<file path="src/rtl/mux_connect_seq_pkg.sv">
package mux_connect_seq_pkg;

  // Next value of the blanking counter: saturate at the limit.
  function automatic int unsigned blank_next(input int unsigned cnt, input int unsigned limit);
    return (cnt >= limit) ? limit : cnt + 1;
  endfunction

  // True when the tick that arrives at this count closes the window.
  function automatic logic blank_last(input int unsigned cnt, input int unsigned limit);
    return (cnt + 1) >= limit;
  endfunction

  // Gate decision for one channel.
  function automatic logic gate_allow(input logic req, input logic lock, input logic blocked,
                                      input logic disc);
    return req & ~lock & ~blocked & ~disc;
  endfunction

endpackage

</file>
<file path="src/rtl/mcs_sync2.sv">
module mcs_sync2 #(
  parameter int W = 1
) (
  input  logic         clk,
  input  logic         rst_n,
  input  logic [W-1:0] d,
  output logic [W-1:0] q
);
  logic [W-1:0] meta_q;

  always_ff @(posedge clk) begin
    if (!rst_n) begin
      meta_q <= '0;
      q      <= '0;
    end else begin
      meta_q <= d;
      q      <= meta_q;
    end
  end
endmodule

</file>
<file path="src/rtl/mcs_lock_timer.sv">
module mcs_lock_timer
  import mux_connect_seq_pkg::*;
#(
  parameter int BLANK_US = 110,
  localparam int CW = $clog2(BLANK_US + 1)
) (
  input  logic clk,
  input  logic rst_n,
  input  logic us_tick,
  input  logic pri_s,
  input  logic sec_s,
  output logic lock_o,
  output logic restart_o
);
  logic          pri_prev_q;
  logic          sec_prev_q;
  logic [CW-1:0] cnt_q;
  logic          lock_q;
  logic          pri_rise;
  logic          sec_edge;

  assign pri_rise  = pri_s & ~pri_prev_q;
  assign sec_edge  = sec_s ^ sec_prev_q;
  assign restart_o = pri_rise | sec_edge;
  assign lock_o    = lock_q;

  always_ff @(posedge clk) begin
    if (!rst_n) begin
      pri_prev_q <= 1'b0;
      sec_prev_q <= 1'b0;
      cnt_q      <= '0;
      lock_q     <= 1'b1;
    end else begin
      pri_prev_q <= pri_s;
      sec_prev_q <= sec_s;
      if (!pri_s || restart_o) begin
        cnt_q  <= '0;
        lock_q <= 1'b1;
      end else if (lock_q && us_tick) begin
        cnt_q <= CW'(blank_next(int'(cnt_q), BLANK_US));
        if (blank_last(int'(cnt_q), BLANK_US)) lock_q <= 1'b0;
      end
    end
  end

  // a secondary flag edge always puts the block back in lockout
  assert_sec_edge_relock_R3: assert property (@(posedge clk) disable iff (!rst_n)
    sec_edge |=> lock_q);

  // lockout ends only on the tick that completes the window
  assert_lock_len_R2: assert property (@(posedge clk) disable iff (!rst_n)
    $fell(lock_q) |-> ($past(cnt_q) == CW'(BLANK_US - 1)) && $past(us_tick));

  // the counter never runs past the window
  assert_cnt_bound_R2: assert property (@(posedge clk) disable iff (!rst_n)
    cnt_q <= CW'(BLANK_US));

  // the primary flag low keeps lockout
  assert_pri_low_lock_R2: assert property (@(posedge clk) disable iff (!rst_n)
    !pri_s |=> lock_q);
endmodule

</file>
<file path="src/rtl/mcs_rearm.sv">
module mcs_rearm #(
  parameter int NCH = 2
) (
  input  logic           clk,
  input  logic           rst_n,
  input  logic           lock_i,
  input  logic           disc_i,
  input  logic [NCH-1:0] req_s,
  output logic           blocked_o
);
  logic blocked_q;
  logic all_low;

  assign all_low   = (req_s == '0);
  assign blocked_o = blocked_q;

  always_ff @(posedge clk) begin
    if (!rst_n) begin
      blocked_q <= 1'b0;
    end else if (disc_i) begin
      blocked_q <= 1'b1;
    end else if (blocked_q && all_low && !lock_i) begin
      blocked_q <= 1'b0;
    end
  end

  // blocking ends only after both requests were seen low outside lockout
  assert_rearm_cond_R9: assert property (@(posedge clk) disable iff (!rst_n)
    $fell(blocked_q) |-> $past(all_low) && !$past(lock_i) && !$past(disc_i));

  // a disconnect request always leaves the block blocked
  assert_disc_blocks_R8: assert property (@(posedge clk) disable iff (!rst_n)
    disc_i |=> blocked_q);
endmodule

</file>
<file path="src/rtl/mcs_chan_out.sv">
module mcs_chan_out
  import mux_connect_seq_pkg::*;
#(
  parameter int NCH = 2
) (
  input  logic           clk,
  input  logic           rst_n,
  input  logic [NCH-1:0] req_s,
  input  logic           sec_s,
  input  logic           lock_i,
  input  logic           blocked_i,
  input  logic           disc_i,
  output logic [NCH-1:0] conn_o,
  output logic [NCH-1:0] acc_out_o,
  output logic           acc_in_o,
  output logic           buf_o,
  output logic           sel_o
);
  logic [NCH-1:0] conn_d;

  for (genvar i = 0; i < NCH; i++) begin : g_ch
    assign conn_d[i] = gate_allow(req_s[i], lock_i, blocked_i, disc_i);

    always_ff @(posedge clk) begin
      if (!rst_n) begin
        conn_o[i]    <= 1'b0;
        acc_out_o[i] <= 1'b0;
      end else begin
        conn_o[i]    <= conn_d[i];
        acc_out_o[i] <= conn_d[i] & sec_s;
      end
    end
  end

  always_ff @(posedge clk) begin
    if (!rst_n) begin
      acc_in_o <= 1'b0;
      buf_o    <= 1'b0;
      sel_o    <= 1'b0;
    end else begin
      acc_in_o <= |conn_d;
      buf_o    <= |conn_d;
      sel_o    <= sec_s;
    end
  end

  // lockout leaves every gate off
  assert_lock_gates_off_R2: assert property (@(posedge clk) disable iff (!rst_n)
    lock_i |=> conn_o == '0);

  // a disconnect request leaves every gate off
  assert_disc_gates_off_R8: assert property (@(posedge clk) disable iff (!rst_n)
    disc_i |=> conn_o == '0);

  // while blocked, no channel connects
  assert_blocked_off_R9: assert property (@(posedge clk) disable iff (!rst_n)
    blocked_i |=> conn_o == '0);

  // no output accelerator without the secondary supply
  assert_no_out_acc_R5: assert property (@(posedge clk) disable iff (!rst_n)
    !sec_s |=> acc_out_o == '0);

  // an output accelerator implies its gate
  assert_out_acc_gate_R5: assert property (@(posedge clk) disable iff (!rst_n)
    (acc_out_o & ~conn_o) == '0);
endmodule

</file>
<file path="src/rtl/mux_connect_seq.sv">
module mux_connect_seq #(
  parameter int NCH      = 2,
  parameter int BLANK_US = 110
) (
  input  logic           clk,
  input  logic           rst_n,
  input  logic           us_tick,
  input  logic           pri_ok,
  input  logic           sec_ok,
  input  logic [NCH-1:0] chan_req,
  input  logic           flt_disc,
  output logic [NCH-1:0] conn_en,
  output logic           acc_in_en,
  output logic [NCH-1:0] acc_out_en,
  output logic           buf_en,
  output logic           gate_sup_sel
);
  localparam int SW = NCH + 2;

  logic [SW-1:0]  raw_in;
  logic [SW-1:0]  sync_out;
  logic           pri_s;
  logic           sec_s;
  logic [NCH-1:0] req_s;
  logic           lock_w;
  logic           restart_w;
  logic           blocked_w;

  assign raw_in = {pri_ok, sec_ok, chan_req};
  assign pri_s  = sync_out[SW-1];
  assign sec_s  = sync_out[SW-2];
  assign req_s  = sync_out[NCH-1:0];

  mcs_sync2 #(.W(SW)) u_sync (
    .clk(clk), .rst_n(rst_n), .d(raw_in), .q(sync_out)
  );

  mcs_lock_timer #(.BLANK_US(BLANK_US)) u_timer (
    .clk(clk), .rst_n(rst_n), .us_tick(us_tick), .pri_s(pri_s), .sec_s(sec_s),
    .lock_o(lock_w), .restart_o(restart_w)
  );

  mcs_rearm #(.NCH(NCH)) u_rearm (
    .clk(clk), .rst_n(rst_n), .lock_i(lock_w), .disc_i(flt_disc), .req_s(req_s),
    .blocked_o(blocked_w)
  );

  mcs_chan_out #(.NCH(NCH)) u_out (
    .clk(clk), .rst_n(rst_n), .req_s(req_s), .sec_s(sec_s), .lock_i(lock_w),
    .blocked_i(blocked_w), .disc_i(flt_disc), .conn_o(conn_en), .acc_out_o(acc_out_en),
    .acc_in_o(acc_in_en), .buf_o(buf_en), .sel_o(gate_sup_sel)
  );

  // a restart event is followed by a cycle with all gates off
  assert_restart_off_R3: assert property (@(posedge clk) disable iff (!rst_n)
    restart_w |=> ##1 conn_en == '0);

  // buffer enable and input accelerator agree
  assert_buf_acc_R6: assert property (@(posedge clk) disable iff (!rst_n)
    buf_en == acc_in_en);
endmodule

</file>
<file path="config.mk">
export PLATFORM = sky130hd
export DESIGN_NAME = mux_connect_seq
export DESIGN_NICKNAME = d
export VERILOG_FILES = /design/src/rtl/mux_connect_seq_pkg.sv /design/src/rtl/mcs_sync2.sv /design/src/rtl/mcs_lock_timer.sv /design/src/rtl/mcs_rearm.sv /design/src/rtl/mcs_chan_out.sv /design/src/rtl/mux_connect_seq.sv
export SDC_FILE = /design/constraint.sdc
export NUM_CORES = 1
export LEC_CHECK = 0
export ABC_CLOCK_PERIOD_IN_PS = 4500
export BUFFER_PORTS_ARGS = -buffer_cell sky130_fd_sc_hd__buf_2
export CORE_MARGIN = 10
export CORE_UTILIZATION = 28
export DETAILED_ROUTE_END_ITERATION = 8
export PLACE_DENSITY_LB_ADDON = 0.12
export SYNTH_ARGS = -nofsm -noshare
export SYNTH_HDL_FRONTEND = slang
export SYNTH_SLANG_ARGS = --single-unit
</file>
<file path="constraint.sdc">
create_clock -name clk -period 4.5 [get_ports clk]
set_input_delay 0.9 -clock clk [delete_from_list [all_inputs] [get_ports clk]]
set_output_delay 0.9 -clock clk [all_outputs]
set_load 0.03 [all_outputs]
</file>
==> results.md <==
- Mean Syn Cell Area: roughly 9.6 sq um
- Cell taking the most area after synthesis: dfxtp_1
- CP endpoint kind: primary output
- Net Count, Synth: 113
- GRT Resource Usage Total: 0.06126
- Reg2Reg Launch Point: u_timer.cnt_q[0]$_SDFFE_PP0P_
- Worst stage delay on the critical path: 0.37 ns
- Cells after Synth: 102
- Die width: 79.23 microns
- Ys async rst share: 0
- Final hold violation count: 0
- Max H-tree Level: 1
- CTS Buf Count: 3
- Antenna cells: 0
- CP Data Arrival Time: 0.89 ns
- Clk_skew: 0.005733 ns
- Bufs on Longest Clock Path: 2
- Pwr Density: 336.6 nW/um^2
- Max transition margin: 0.6729
- Slew @ Worst Pin: approximately 0.48 ns
- Largest net degree at the start of global routing: 15
- Die Ht: 79.23 microns
- # IOs: 15
- Bufs and invs on worst path: 1
- Post-route setup TNS: 0 ns
- CP max FO: 2
- Routed length per instance: 11.11 microns
- GP Congestion: 0.7940
- First-pass GRT wire length: just over 3 mm
- YS warnings: 0
- CTS tree: done
- Post-synth top area share: 0.4892
- Total Power: roughly 380 uW
- Clk sinks: 24
- Setup Buffers After CTS: 0
- Synthesized cell area: roughly 1000 sq um
- Share of layout cells above drive strength 1: 0.2137
- Top cells by area, synth: dfxtp_1, and2_1, ha_1, nand2_1, nor2_1
- Initial Util: 0.2920
- Fin Hold WS: 0.4537 ns
- Seq/Total Area, Yosys: 0.4892
- First-pass iteration count of the detailed router: 4
- Post-synth EDFFs: 0
- Final core utilization: 0.3400
- P_leak: 0.0004751 uW
- Via count: 740
- Initial antenna violation count: 0
- Synth Flop Type: dfxtp_1
- Crit-path cells: buf_2
- Min Tclk post-route: about 1.8 ns
- Status: completed
- Delay-heaviest family, CP: flip-flops
- Critical path startpoint: u_out.sel_o$_SDFF_PN0_
- Drt total wl: 1.811 mm
- Post-synthesis register bit count: 24
- IO buf count: 14
- Nets: 129
- Fillers: 365
- Drt drc: 0
- Number of global-route vias before repair: 711
- Most common cell after layout, fill and taps aside: dfxtp_1
- Vias per Instance: 4.540
- Post-cts sizing count: 0
- VDD IR max: between 0.0001 and 0.00015 V
- Root Buffer: clkbuf_4
- CP required: about 3.6 ns
- Max_cap viols: 0
- Core Region: roughly 3400 sq um
- Crit path kind: flip-flop to primary output
- Placed cell count: 159
- Cts hold-fix bufs: 0
- Die area: 6277 sq um
- Syn-to-layout area delta: 16.43%
- Initial DRC Count: 84
- Hold_sp: u_sync.meta_q[0]$_SDFF_PN0_
- Non-Filler Instances: 163
- Post-route antenna net violation count: 0
- Max Freq: 560.0 MHz
- Unrepaired setup endpoints after global routing: no
- Yosys cell types: 37
- Commonest cells after routing, fill and taps aside: dfxtp_1, buf_2, and2_1, nand2_1, nor2_1
- Endpoints failing setup: 0
- Worst skew pair latency: around 0.31 ns
- CP max stage cell: dfxtp_1
- DP HPWL: 1.383 mm
- Row count: 21
- Worst-path clk slew: approximately 0.13 ns
- Hold WC Path Type: flip-flop to flip-flop
- Crit path launch type: flip-flop
- Global route total overflow: 0
- Final slew viol count: 0
- Fin crit share: 0.3968
-- layer usage --
layer / vias to the layer above / share of wire / GRT usage
met4: 0 / 0.0088 / 0.03226
met2: 20 / 0.45 / 0.09462
met5: - / 0 / 0
met1: 330 / 0.50 / 0.07226
li1: 388 / - / -
met3: 2 / 0.043 / 0.02252
-- worst paths after layout --
check / depth (start not counted) / slack (ns) / to
hold reg to reg: 1 / 0.45 / u_sync.q[0]$_SDFF_PN0_
setup reg to reg: 7 / 2.84 / u_timer.cnt_q[3]$_SDFFE_PP0P_
setup / recovery: 1 / 2.71 / gate_sup_sel
hold / removal: 1 / 0.45 / u_sync.q[0]$_SDFF_PN0_
-- cell type report --
| type | instances | area, sq um | share of cell area |
|---|---|---|---|
| flip-flops and latches | 24 | 480.5 | 0.4201 |
| multi-input cells | 72 | 471.7 | 0.4125 |
| repair buffers | 14 | 70.07 | 0.06127 |
| well taps | 46 | 57.56 | 0.05033 |
| clock inverters | 1 | 30.03 | 0.02626 |
| clock buffers | 3 | 22.52 | 0.01969 |
| inverters | 3 | 11.26 | 0.009847 |
-- flip-flops by register name (all words and copies together), names as in the netlist --
name                cells
u_sync.meta_q           4
u_out.conn_o            2
u_timer.cnt_q           7
u_out.acc_in_o          1
u_timer.pri_prev_q      1
u_rearm.blocked_o       1
u_timer.lock_o          1
u_sync.q                4
u_out.acc_out_o         2
u_out.sel_o             1
-- stage by stage --
stage	setup WS, ns	cell area, sq um
floorplan	2.900	982.2
global placement	2.557	1091
detailed placement	2.513	1091
CTS	2.692	1144
global route	2.672	1144
finish	2.714	1144
-- logic make-up (layout without fill, tap and decap cells) --
| kind of cell | count (synthesis) | in the layout | synth area share |
|---|---|---|---|
| AOI/OAI and AO/OA | 22 | 22 | 0.1694 |
| xor gates and xnor gates | 1 | 1 | 0.008919 |
| muxes | 1 | 1 | 0.01019 |
| and+or+nand+nor | 45 | 45 | 0.2535 |
| adders and majority gates | 3 | 3 | 0.03822 |
| buffers and inverters | 6 | 21 | 0.03056 |
| DFF | 24 | 24 | 0.4892 |
-- cells in the mapped netlist (2+ instances only) --
cell / number
ha_1: 3
dfxtp_1: 24
a21o_1: 2
nor2_1: 7
inv_1: 3
and2_2: 2
a311oi_1: 2
buf_4: 2
nand3_1: 4
nand2_1: 9
a31oi_1: 2
and3_1: 2
o21a_1: 2
a21oi_1: 5
and2_1: 11
-- where the power goes --
group / internal, uW / switching (uW)
combinational: 6.25 / 6.15
clock: 90.0 / 63.7
sequential: 217 / 1.88
(Power assumes the default switching activity.)
